### src/rtl/rtc_pkg.sv
package rtc_pkg;

  localparam logic [7:0] ADDR_TIME   = 8'h00;
  localparam logic [7:0] ADDR_CTRL   = 8'h08;
  localparam logic [7:0] ADDR_STAT   = 8'h0C;
  localparam logic [7:0] ADDR_PRE    = 8'h10;
  localparam logic [7:0] ADDR_KEY    = 8'h24;
  localparam logic [7:0] ADDR_SUBSEC = 8'h28;

  localparam logic [7:0] KEY_FIRST  = 8'hCA;
  localparam logic [7:0] KEY_SECOND = 8'h53;

  localparam int CTRL_LIVE_BIT = 5;
  localparam int STAT_REQ_BIT  = 7;
  localparam int STAT_ACK_BIT  = 6;
  localparam int PRE_ASYNC_LSB = 16;

  localparam int TOD_W = 22;
  localparam logic [TOD_W-1:0] TOD_MASK     = 22'h3F7F7F;
  localparam logic [TOD_W-1:0] TOD_LAST_SEC = 22'h235959;

  typedef enum logic [1:0] {LK_SHUT, LK_HALF, LK_OPEN} lock_state_t;

  // One-second BCD advance with ripple carry and a wrap at 23:59:59.
  function automatic logic [TOD_W-1:0] tod_next(input logic [TOD_W-1:0] t);
    logic [1:0] ht; logic [3:0] hu;
    logic [2:0] mt; logic [3:0] mu;
    logic [2:0] st; logic [3:0] su;
    ht = t[21:20]; hu = t[19:16];
    mt = t[14:12]; mu = t[11:8];
    st = t[6:4];   su = t[3:0];
    if (su != 4'd9) su = su + 4'd1;
    else begin
      su = 4'd0;
      if (st != 3'd5) st = st + 3'd1;
      else begin
        st = 3'd0;
        if (mu != 4'd9) mu = mu + 4'd1;
        else begin
          mu = 4'd0;
          if (mt != 3'd5) mt = mt + 3'd1;
          else begin
            mt = 3'd0;
            if (ht == 2'd2 && hu == 4'd3) begin
              ht = 2'd0; hu = 4'd0;
            end else if (hu == 4'd9) begin
              hu = 4'd0; ht = ht + 2'd1;
            end else hu = hu + 4'd1;
          end
        end
      end
    end
    return {ht, hu, 1'b0, mt, mu, 1'b0, st, su};
  endfunction

endpackage

### src/rtl/rtc_key_lock.sv
module rtc_key_lock
  import rtc_pkg::*;
(
  input  logic       clk,
  input  logic       rst_n,
  input  logic       key_we,
  input  logic [7:0] key_data,
  output logic       unlocked
);

  lock_state_t state;

  always_ff @(posedge clk or negedge rst_n) begin
    if (!rst_n) state <= LK_SHUT;
    else if (key_we) begin
      if (key_data == KEY_FIRST) state <= LK_HALF;
      else if (key_data == KEY_SECOND && state == LK_HALF) state <= LK_OPEN;
      else state <= LK_SHUT;
    end
  end

  assign unlocked = (state == LK_OPEN);

  // opening only ever follows a second-key write
  a_r2_open_after_pair: assert property (@(posedge clk) disable iff (!rst_n)
    $rose(unlocked) |-> $past(key_we && key_data == KEY_SECOND));

  // any key write other than the second key leaves the block locked
  a_r2_relock: assert property (@(posedge clk) disable iff (!rst_n)
    (key_we && key_data != KEY_SECOND) |=> !unlocked);

endmodule

### src/rtl/rtc_init_hs.sv
module rtc_init_hs (
  input  logic clk,
  input  logic rst_n,
  input  logic req_we,
  input  logic req_wval,
  output logic init_req,
  output logic init_ack,
  output logic halt
);

  logic req_seen;

  always_ff @(posedge clk or negedge rst_n) begin
    if (!rst_n) begin
      init_req <= 1'b0;
      req_seen <= 1'b0;
      init_ack <= 1'b0;
    end else begin
      if (req_we) init_req <= req_wval;
      req_seen <= init_req;
      init_ack <= req_seen && init_req;
    end
  end

  // counters stay frozen until the acknowledge has dropped again
  assign halt = init_req || init_ack;

  // acknowledge rises only after two cycles of request
  a_r4_ack_delay: assert property (@(posedge clk) disable iff (!rst_n)
    $rose(init_ack) |-> ($past(init_req) && $past(init_req, 2)));

  // acknowledge drops one cycle after the request is gone
  a_r4_ack_drop: assert property (@(posedge clk) disable iff (!rst_n)
    !init_req |=> !init_ack);

endmodule

### src/rtl/rtc_prescaler.sv
module rtc_prescaler #(
  parameter int AW   = 7,
  parameter int SW   = 15,
  parameter int ARST = 1,
  parameter int SRST = 19999
) (
  input  logic          clk,
  input  logic          rst_n,
  input  logic          halt,
  input  logic          pre_we,
  input  logic [AW-1:0] a_wval,
  input  logic [SW-1:0] s_wval,
  output logic [AW-1:0] a_div,
  output logic [SW-1:0] s_div,
  output logic [SW-1:0] subsec,
  output logic          sec_step
);

  localparam logic [AW-1:0] A_INIT = AW'(ARST);
  localparam logic [SW-1:0] S_INIT = SW'(SRST);

  logic [AW-1:0] a_cnt;
  logic [SW-1:0] s_cnt;
  logic          tick;

  assign tick     = !halt && (a_cnt == '0);
  assign sec_step = tick && (s_cnt == '0);
  assign subsec   = s_cnt;

  always_ff @(posedge clk or negedge rst_n) begin
    if (!rst_n) begin
      a_div <= A_INIT;
      s_div <= S_INIT;
      a_cnt <= A_INIT;
      s_cnt <= S_INIT;
    end else begin
      if (pre_we) begin
        a_div <= a_wval;
        s_div <= s_wval;
      end
      if (halt) begin
        a_cnt <= a_div;
        s_cnt <= s_div;
      end else begin
        a_cnt <= (a_cnt == '0) ? a_div : a_cnt - AW'(1);
        if (tick) s_cnt <= (s_cnt == '0) ? s_div : s_cnt - SW'(1);
      end
    end
  end

  // the second boundary reloads the subsecond count
  a_r8_step_reload: assert property (@(posedge clk) disable iff (!rst_n)
    sec_step |=> (subsec == s_div));

  // a running subsecond count never exceeds its divider value
  a_r6_subsec_range: assert property (@(posedge clk) disable iff (!rst_n)
    !halt |-> (subsec <= s_div));

endmodule

### src/rtl/rtc_tod.sv
module rtc_tod
  import rtc_pkg::*;
(
  input  logic             clk,
  input  logic             rst_n,
  input  logic             step,
  input  logic             tod_we,
  input  logic [TOD_W-1:0] tod_wval,
  output logic [TOD_W-1:0] tod
);

  always_ff @(posedge clk or negedge rst_n) begin
    if (!rst_n) tod <= '0;
    else if (tod_we) tod <= tod_wval & TOD_MASK;
    else if (step) tod <= tod_next(tod);
  end

  // the last second of the day rolls over to midnight
  a_r7_midnight: assert property (@(posedge clk) disable iff (!rst_n)
    (step && !tod_we && tod == TOD_LAST_SEC) |=> (tod == '0));

  // every second step changes the time value
  a_r7_step_moves: assert property (@(posedge clk) disable iff (!rst_n)
    (step && !tod_we) |=> (tod != $past(tod)));

endmodule

### src/rtl/rtc_core.sv
module rtc_core
  import rtc_pkg::*;
#(
  parameter int AW   = 7,
  parameter int SW   = 15,
  parameter int ARST = 1,
  parameter int SRST = 19999
) (
  input  logic        clk,
  input  logic        rst_n,
  input  logic        bus_wr,
  input  logic [7:0]  bus_addr,
  input  logic [31:0] bus_wdata,
  output logic [31:0] bus_rdata
);

  localparam logic [SW-1:0] S_INIT = SW'(SRST);

  logic             unlocked, init_req, init_ack, halt, sec_step;
  logic             key_we, prot_we, req_we, pre_we, tod_we;
  logic             live_rd;
  logic [AW-1:0]    a_div;
  logic [SW-1:0]    s_div, subsec, ss_sh;
  logic [TOD_W-1:0] tod, tod_sh;
  logic             unused_wbits;

  assign unused_wbits = ^bus_wdata;

  assign key_we  = bus_wr && (bus_addr == ADDR_KEY);
  assign prot_we = bus_wr && unlocked;
  assign req_we  = prot_we && (bus_addr == ADDR_STAT);
  assign pre_we  = prot_we && (bus_addr == ADDR_PRE)  && init_ack;
  assign tod_we  = prot_we && (bus_addr == ADDR_TIME) && init_ack;

  rtc_key_lock u_lock (
    .clk, .rst_n, .key_we, .key_data(bus_wdata[7:0]), .unlocked
  );

  rtc_init_hs u_init (
    .clk, .rst_n, .req_we, .req_wval(bus_wdata[STAT_REQ_BIT]),
    .init_req, .init_ack, .halt
  );

  rtc_prescaler #(.AW(AW), .SW(SW), .ARST(ARST), .SRST(SRST)) u_pre (
    .clk, .rst_n, .halt, .pre_we,
    .a_wval(bus_wdata[PRE_ASYNC_LSB +: AW]), .s_wval(bus_wdata[SW-1:0]),
    .a_div, .s_div, .subsec, .sec_step
  );

  rtc_tod u_tod (
    .clk, .rst_n, .step(sec_step), .tod_we, .tod_wval(bus_wdata[TOD_W-1:0]), .tod
  );

  always_ff @(posedge clk or negedge rst_n) begin
    if (!rst_n) begin
      live_rd <= 1'b0;
      tod_sh  <= '0;
      ss_sh   <= S_INIT;
    end else begin
      if (prot_we && bus_addr == ADDR_CTRL) live_rd <= bus_wdata[CTRL_LIVE_BIT];
      tod_sh <= tod;
      ss_sh  <= subsec;
    end
  end

  always_comb begin
    bus_rdata = '0;
    case (bus_addr)
      ADDR_TIME:   bus_rdata[TOD_W-1:0] = live_rd ? tod : tod_sh;
      ADDR_CTRL:   bus_rdata[CTRL_LIVE_BIT] = live_rd;
      ADDR_STAT: begin
        bus_rdata[STAT_REQ_BIT] = init_req;
        bus_rdata[STAT_ACK_BIT] = init_ack;
      end
      ADDR_PRE: begin
        bus_rdata[PRE_ASYNC_LSB +: AW] = a_div;
        bus_rdata[SW-1:0] = s_div;
      end
      ADDR_SUBSEC: bus_rdata[SW-1:0] = live_rd ? subsec : ss_sh;
      default: ;
    endcase
  end

  // a locked write cannot change the read mode
  a_r3_ctrl_locked: assert property (@(posedge clk) disable iff (!rst_n)
    (bus_wr && !unlocked) |=> $stable(live_rd));

  // the divider values only change under an acknowledged init
  a_r5_pre_guard: assert property (@(posedge clk) disable iff (!rst_n)
    !init_ack |=> ($stable(a_div) && $stable(s_div)));

  // without acknowledge the time only moves by counting
  a_r5_time_guard: assert property (@(posedge clk) disable iff (!rst_n)
    (!init_ack && !sec_step) |=> $stable(tod));

endmodule

### config.mk
export PLATFORM = sky130hd
export DESIGN_NAME = rtc_core
export DESIGN_NICKNAME = d
export VERILOG_FILES = /design/src/rtl/rtc_pkg.sv /design/src/rtl/rtc_key_lock.sv /design/src/rtl/rtc_init_hs.sv /design/src/rtl/rtc_prescaler.sv /design/src/rtl/rtc_tod.sv /design/src/rtl/rtc_core.sv
export SDC_FILE = /design/constraint.sdc
export NUM_CORES = 1
export LEC_CHECK = 0
export ABC_AREA = 0
export BUFFER_PORTS_ARGS = -buffer_cell sky130_fd_sc_hd__buf_2
export CORE_MARGIN = 8
export CORE_UTILIZATION = 30
export DETAILED_ROUTE_END_ITERATION = 10
export PLACE_DENSITY = 0.58
export RECOVER_POWER = 50
export SLEW_MARGIN = 20
export SYNTH_ARGS = -nofsm -noshare
export SYNTH_HDL_FRONTEND = slang
export SYNTH_HIERARCHICAL = 1
export SYNTH_SLANG_ARGS = --single-unit
export TNS_END_PERCENT = 30
### constraint.sdc
create_clock -name clk -period 2.6 [get_ports clk]
set_clock_uncertainty 0.05 [all_clocks]
set_input_delay 0.26 -clock clk [delete_from_list [all_inputs] [get_ports clk]]
set_output_delay 0.26 -clock clk [all_outputs]
set_load 0.02 [all_outputs]
Word level (Yosys, flattened, before mapping)
Index checks and enable logic that the tools add are counted.
{ "word_totals": {"input_bits": 43, "register_bits": 109} }
{ "op_classes": {"addsub": 8, "n_reduce_logical": 26, "mux": 40, "eq_ne": 20} }
{ "ops": {"columns": ["operator", "n"], "rows": [
  ["2-to-1 mux 22 bit", 3],
  ["2-to-1 mux 15 bit", 4],
  ["2-to-1 mux 4 bit", 10],
  ["one-hot mux 7 bit (3 select lines)", 1],
  ["2-to-1 mux 3 bit", 6],
  ["equality test 8 x 4 -> 1 bit, second input constant", 2],
  ["equality test 8 x 6 -> 1 bit, second input constant", 2],
  ["2-to-1 mux 2 bit", 8],
  ["logical NOT 15 bit", 1],
  ["one-hot mux 5 bit (3 select lines)", 1],
  ["subtractor 15 x 1 -> 15 bit, second input constant", 1],
  ["2-to-1 mux 7 bit", 2],
  ["logical AND 1 bit", 13],
  ["adder 4 x 1 -> 4 bit, second input constant", 3],
  ["one-hot mux 6 bit (2 select lines)", 1],
  ["equality test 8 x 5 -> 1 bit, second input constant", 1],
  ["equality test 8 x 7 -> 1 bit, second input constant", 1],
  ["equality test 8 bit, second input constant", 1],
  ["logical NOT 8 bit", 1],
  ["inequality test 2 bit, second input constant", 4],
  ["inequality test 4 bit, second input constant", 2],
  ["one-hot mux 2 bit (4 select lines)", 1],
  ["logical NOT 7 bit", 1],
  ["subtractor 7 x 1 -> 7 bit, second input constant", 1],
  ["18 further kinds", 23]
]} }

Longest topological paths before layout
Gate-level depths: netlist (run 1).
{ "logic_depth": {"word_depth": 9, "depth_mapped": 11, "mapped_depth_nobuf": 10} }

Cells and area by module
Netlist (run 1), hierarchy kept.
{ "modules_own_cells": {"columns": ["mod", "area_per_inst_um2", "n_inst", "seq_area_each_um2", "cells_per_inst"], "rows": [
  ["rtc_prescaler", 2317.2, 1, 1126.1, 219],
  ["rtc_core", 1944.4, 1, 962.2, 167],
  ["rtc_tod", 1251.2, 1, 500.5, 135],
  ["rtc_key_lock", 132.6, 1, 50.0, 12],
  ["rtc_init_hs", 102.6, 1, 75.1, 6]
]} }

Worst setup path after synthesis (run 1)
OpenSTA, ideal clock, no wires.
{ "synth_path": {"path_kind": "register -> register", "start": "register u_pre.s_cnt[8] (netlist: u_pre/subsec[8])", "end": "register u_tod.tod[14]", "n_path_buf": 0, "t_arrival_ns": 2.616, "setup_slack_ns": -0.192, "setup_time_ns": 0.126, "path_stages_with_launch": 9, "period_less_slack_ns": 2.792, "cell_sequence": "dfrtp_1 or4_4 nor3_2 nand3_1 nor2_1 nand4b_1 o41ai_2 o21ai_1 a221o_1"} }
{ "synth_between": {"elab_chain_len": 4} }
{ "synth_rtl": {"columns": ["element", "line_no", "source"], "rows": [
  ["start, declared", "rtc_prescaler.sv:23", "logic [SW-1:0] s_cnt;"],
  ["start signal, assigned", "rtc_prescaler.sv:43", "s_cnt <= s_div;"],
  ["start signal, assigned", "rtc_prescaler.sv:46", "if (tick) s_cnt <= (s_cnt == '0) ? s_div : s_cnt - SW'(1);"],
  ["logical NOT 15 bit", "rtc_prescaler.sv:27", "assign sec_step = tick && (s_cnt == '0);"],
  ["logical AND 1 bit", "rtc_prescaler.sv:27", null],
  ["via sec_step", "rtc_core.sv:19", "logic unlocked, init_req, init_ack, halt, sec_step;"],
  ["nonzero test 2 bit (no source line)", null, null],
  ["AND reduction 4 bit (no source line)", null, null],
  ["end signal, assigned", "rtc_tod.sv:14", "else if (tod_we) tod <= tod_wval & TOD_MASK;"],
  ["end signal, assigned", "rtc_tod.sv:15", "else if (step) tod <= tod_next(tod);"],
  ["end, declared", "rtc_tod.sv:9", "output logic [TOD_W-1:0] tod"]
]} }
The timed path passes the listed nets, and every way through them passes these cells.
A chain may end at the register's enable or synchronous reset.

Final worst setup path (run 1)
Ends and elaborated chain as after synthesis.

==> qor.yml, run 1 <==
global_route:
  grt_use_total_pct: 13.0
  grt_pass1_vias: 4596
  antenna_found_initial: 0
  grtUsageMet2_pct: 20.2
  grt_util_met1_pct: 17.5
  grt-ovfl-total: 0
  grt_pass1_wl_um: 24800
  met3_usage_pct: 3.54
  busiest_layer: "met2"
  grt_max_degree: 51
final_layout:
  layout.nets: 663
  post-route-util_pct: 35.7
  drive_gt1_share_pct: 27.9
  finalNonFillerCells: 853
  areaGrowthSynthToFinish_pct: 16.7
  num_antenna_cells: 0
sta:
  fmax_ghz: 0.389
  finalHoldViolations: 0
  grt_setup_unrepaired: "yes"
  worst_pin_slew_ns: 1.66
  setup_viol: 0
  drv_slew: 28
  max_slew_margin_pct: -11.0
  period_share_pct: 98.8
  min_period_ns: 2.57
synth:
  syn_inst: 539
  synth_edf_count: 0
  netlist_top_cells_area: "dfrtp_1 34%, dfstp_2 13%, mux2i_1 7.5%, mux2_2 4.5%, nand2_1 2.5%"
  synth-seq-cells: 107
  ys.flop_type: "dfrtp_1"
  synth_area_leader_cell: "dfrtp_1"
  synth_most_common_cell: "dfrtp_1"
  yosysTopAreaCellShare_pct: 34.0
  ys_async_sr_fraction_pct: 100
  synth_area_mm2: 0.00575
  ys_types: 79
  seq_area_frac_synth_pct: 47.2
  yosysWarnings: 6
  yosys-top-cells-count: "78 x dfrtp_1, 43 x mux2i_1, 39 x nand2_1"
  syn_avg_cell_area_um2: 10.7
placement:
  hpwlAfterDp_um: 11400
  dp_cells: 835
  io_buffers: 55
  gp_congestion: 0.889
pwr:
  power_density_mw_per_mm2: 646
  leakagePower_nw: 2.89
  worst_ir_drop_vdd_mv: 0.393
setup_path:
  slowest_stage: "or4_4"
  crit_type: "reg -> reg"
  cp.required_ns: 2.79
  worstReg2RegStart: "u_pre/subsec[8]"
  critPathMaxFanout: 4
  critPathMaxStageDelay_ns: 0.58
  cp.arrival_ns: 2.76
  cp-start-kind: "flip-flop"
  endpoint_kind: "flip-flop"
  cp_top_family: "simple AND/OR/NAND/NOR gates"
  crit_path_start: "u_pre/subsec[8]"
  critPathBufInv: 1
  crit_chain: "or4_4 > nor3_4 > nand3_2 > nor2_4 > nand4b_1 > buf_4 > o41ai_2 > o21ai_1 > a221o_1"
hold_path:
  hold_class: "in -> reg"
  min_from: "bus_wdata[22]"
clock_tree:
  clkSlewWorstSetupHoldPaths_ns: 0.08
  clk_latency_ns: 0.35
  cts_tree: "built"
  cts_made_buffers: 9
  cts_root_buffer: "clkbuf_16"
  clock_sinks: 107
  htree_levels: 3
  cts.path.max_buffers: 2
floorplan:
  num_rows: 50
  die_height_um: 154
  start_util_pct: 30.6
  die_x_um: 154
  io_pins: 75
  core_mm2: 0.0188
  die_area_mm2: 0.0238
outcome:
  violations: "max-capacitance violations, max-slew violations"
  status: "finished with violations"
drt:
  firstDrtPassIters: 5
  antenna_left: 0
  vias: 4530
  routedWlPerCell_um: 18.0
  wirelength_um: 15300
  routed_via_density: 5.31
  first_iter_violations: 273
  drc: 0
flow_run:
  cap_violations: 1
## state kept, by name (all words and copies together), names as in the netlist, 2 cells and up
name	count
u_pre/a_cnt	7
u_pre/subsec	15
ss_sh	15
u_lock/state	2
u_tod/tod	20
tod_sh	22
u_pre/s_div	15
u_pre/a_div	7
## stage by stage
step / setup TNS, ns / cell area, µm² / total power, mW / setup slack [ns] / hold WS, ns
2_1_floorplan: -0.0633 / 5780 / 2.66 / -0.0370 / -0.0856
3_3_place_gp: 0 / 6400 / 2.95 / 0.0695 / 0.151
3_5_place_dp: 0 / 6400 / 2.98 / 0.00298 / 0.159
4_1_cts: 0 / 6720 / 4.39 / 0.0208 / 0.0755
5_1_grt: -0.0767 / 6710 / 4.54 / -0.0407 / 0.0853
6_report: 0 / 6710 / 4.33 / 0.0306 / 0.0847
## area by class of cell
class,count,area (µm²)
multi-input cells,386,2800
well taps,234,293
clock buffers,11,233
fillers,1911,12100
repair buffers,87,514
inverters,23,86.3
clock inverters,5,61.3
flip-flops and latches,107,2720
## path summary, 6_finish.rpt
check | cells after the start | slack [ns] | endpoint
worst max register to register | 9 | 0.03 | u_tod/tod[14]
worst min-delay path | 2 | 0.08 | u_pre/a_div[6]
min in group asynchronous | 2 | 0.82 | u_lock/state[1]
worst min register to register | 0 | 0.39 | ss_sh[3]
worst max-delay path | 9 | 0.03 | u_tod/tod[14]
max in group asynchronous | 3 | 0.43 | u_pre/s_div[11]
## report_power, final
part / internal (mW) / switching, mW / total [mW]
registers: 1.92 / 0.192 / 2.11
clock network: 0.756 / 0.639 / 1.40
logic: 0.363 / 0.460 / 0.823
total: 3.04 / 1.29 / 4.33
## layout by cell type (no fill, tap or decap), drive strengths merged, types with 9 or more instances in the layout
cell,netlist,routed
a21o,14,14
a21oi,17,17
and3,9,9
buf,25,77
clkbuf,7,20
conb,2,11
dfrtp,78,78
dfstp,29,29
inv,23,25
mux2,25,25
mux2i,43,43
nand2,41,41
nand3,14,14
nor2,37,37
nor3,16,16
o21ai,35,35
o22ai,16,16
## logic make-up (layout without fill, tap and decap cells)
logic type / after synthesis / after routing / share of synthesized area, %
AO/OA/AOI/OAI: 124 / 124 / 15.0
other: 2 / 11 / 0.131
XOR/XNOR: 7 / 7 / 1.07
AND/OR/NAND/NOR: 170 / 170 / 17.7
flip-flops: 107 / 107 / 47.2
buffers and inverters: 55 / 126 / 5.12
multiplexers: 68 / 68 / 12.5
adder cells (fa/ha/maj): 6 / 6 / 1.31
## metal layers
metal,wire length [µm],vias up
met5,0,-
met4,164,0
met3,1130,14
met2,6930,141
met1,7100,2275
li1,-,2100
## timing repair
| item | in CTS | in global routing |
|---|---|---|
| hold endpoints to repair | 26 | 0 |
| setup endpoints to repair | 2 | 6 |
| buffers inserted | 0 | 1 |
| hold buffers | 1 | 0 |
| pin swaps | 0 | 1 |
| gates resized for setup | 3 | 4 |
Power figures use the tool's default switching activity.
==> run 2, diff against run 1 <==
BUFFER_PORTS_ARGS = -buffer_cell sky130_fd_sc_hd__buf_4   (was -buffer_cell sky130_fd_sc_hd__buf_2)
==> qor.yml, run 2 (synthesis results as in run 1) <==
outcome:
  status: "completed"
drt:
  wirelength_um: 15200
  routedWlPerCell_um: 17.9
  routed_via_density: 5.31
  first_iter_violations: 313
  vias: 4522
  antenna_left: 0
  firstDrtPassIters: 5
  drc: 0
floorplan:
  io_pins: 75
  num_rows: 50
  core_mm2: 0.0188
  die_area_mm2: 0.0238
  start_util_pct: 30.6
  die_height_um: 154
  die_x_um: 154
clock_tree:
  cts_made_buffers: 9
  cts_tree: "built"
  cts.path.max_buffers: 2
  htree_levels: 3
  cts_root_buffer: "clkbuf_16"
  clkSlewWorstSetupHoldPaths_ns: 0.07
  clk_latency_ns: 0.35
  clock_sinks: 107
pwr:
  worst_ir_drop_vdd_mv: 0.283
  power_density_mw_per_mm2: 640
  leakagePower_nw: 2.91
sta:
  finalHoldViolations: 0
  worst_pin_slew_ns: 1.32
  min_period_ns: 2.51
  holdWs_ns: 0.0916
  final.setup.worst_slack_ns: 0.0872
  setup_viol: 0
  drv_slew: 0
  max_slew_margin_pct: 11.9
  fmax_ghz: 0.398
  grt_setup_unrepaired: "yes"
  period_share_pct: 96.6
setup_path:
  path_depth: 9
  crit_type: "reg -> reg"
  critPathMaxStageDelay_ns: 0.58
  cp_top_family: "simple AND/OR/NAND/NOR gates"
  cp.required_ns: 2.82
  endpoint_kind: "flip-flop"
  critPathMaxFanout: 6
  cp-start-kind: "flip-flop"
  cp.arrival_ns: 2.73
  worstRegToRegCells: 9
  critPathBufInv: 1
  crit_chain: "or4_4 > nor3_4 > nand3_2 > nor2_4 > and4b_1 > a21oi_2 > buf_4 > or2_4 > o22ai_1"
  slowest_stage: "or4_4"
final_layout:
  largestRegisters: "tod_sh: 22 flops, u_tod/tod: 20 flops"
  largest-register: "tod_sh"
  fin_area_mm2: 0.00684
  areaGrowthSynthToFinish_pct: 19.0
  post-route-util_pct: 36.5
  layout_common_cells: "78 x buf_4, 77 x dfrtp_1, 43 x mux2i_1"
  num_antenna_cells: 0
  drive_gt1_share_pct: 29.1
  largest_register_ff_count: 22
  layout_commonest_cell: "buf_4"
  layout.nets: 662
flow_run:
  cap_violations: 0
placement:
  pre_cts_slack_ns: -0.0783
  hpwlAfterDp_um: 11300
  io_buffers: 55
  gp_congestion: 0.861
  postPlaceCellArea_mm2: 0.00652
global_route:
  grt-ovfl-total: 0
  grt_use_total_pct: 12.8
  grt_pass1_vias: 4543
  antenna_found_initial: 0
  grt_max_degree: 86
  grt_pass1_wl_um: 24500
hold_path:
  holdPathStages: 2
  hold_class: "in -> reg"
[run 2: cell count changes in the layout (fill, tap and decap cells not counted), sizes merged]
| cell | delta |
|---|---|
| buf | +2 |
| clkbuf | -3 |
| clkinvlp | +1 |
| clkinv | -1 |
[run 2: through the flow]
| stage | cells | TNS, ns | power, mW |
|---|---|---|---|
| 2_1_floorplan | 548 | -0.0633 | 2.66 |
| 3_3_place_gp | 834 | 0 | 2.96 |
| 3_5_place_dp | 834 | -0.368 | 2.99 |
| 4_1_cts | 851 | 0 | 4.42 |
| 5_1_grt | 852 | -0.0479 | 4.60 |
| 6_report | 852 | 0 | 4.38 |
[run 2: path summary, 6_finish.rpt]
| check | slack, ns | end | start |
|---|---|---|---|
| worst max-delay path | 0.09 | u_tod/tod[18] | u_pre/subsec[8] |
| worst min-delay path | 0.09 | u_pre/a_div[6] | bus_wdata[22] |
| worst max register to register | 0.09 | u_tod/tod[18] | u_pre/subsec[8] |
| worst min register to register | 0.35 | ss_sh[11] | u_pre/subsec[11] |
| max in group asynchronous | 0.39 | tod_sh[1] | rst_n |
| min in group asynchronous | 0.68 | u_lock/state[0] | rst_n |
[run 2: layer usage]
metal,routed length (µm),vias to the layer above,track usage (%)
li1,-,2100,-
met1,7090,2248,17.1
met2,6820,154,20.1
met3,1020,20,3.15
met4,289,0,3.64
met5,0,-,0
[run 2: worst register-to-register path, stage by stage (launching register included)]
cell and delay [ns]:
dfrtp_1 0.39, or4_4 0.58, nor3_4 0.17, nand3_2 0.13
nor2_4 0.17, and4b_1 0.24, a21oi_2 0.10, buf_4 0.19
or2_4 0.27, o22ai_1 0.16
[run 2: what timing repair did]
action,CTS,global route
hold buffers,1,0
gates cloned,0,0
setup endpoints to repair,8,11
buffers inserted,0,1
endpoints found under the hold margin,16,0
gates resized for setup,1,12
pin swaps,0,3
[run 2: final cells by class]
cell class,count,area (µm²)
inverter,23,86.3
tap,234,293
clock inverter,5,60.1
multi-input combinational,386,2820
fill,1903,11900
clock buffer,11,243
timing repair buffer,86,629
sequential,107,2720
[run 2: power by group]
group | internal [mW] | total, mW | switching [mW]
registers | 1.92 | 2.13 | 0.212
clock network | 0.780 | 1.40 | 0.620
logic | 0.389 | 0.845 | 0.456
total | 3.09 | 4.38 | 1.29
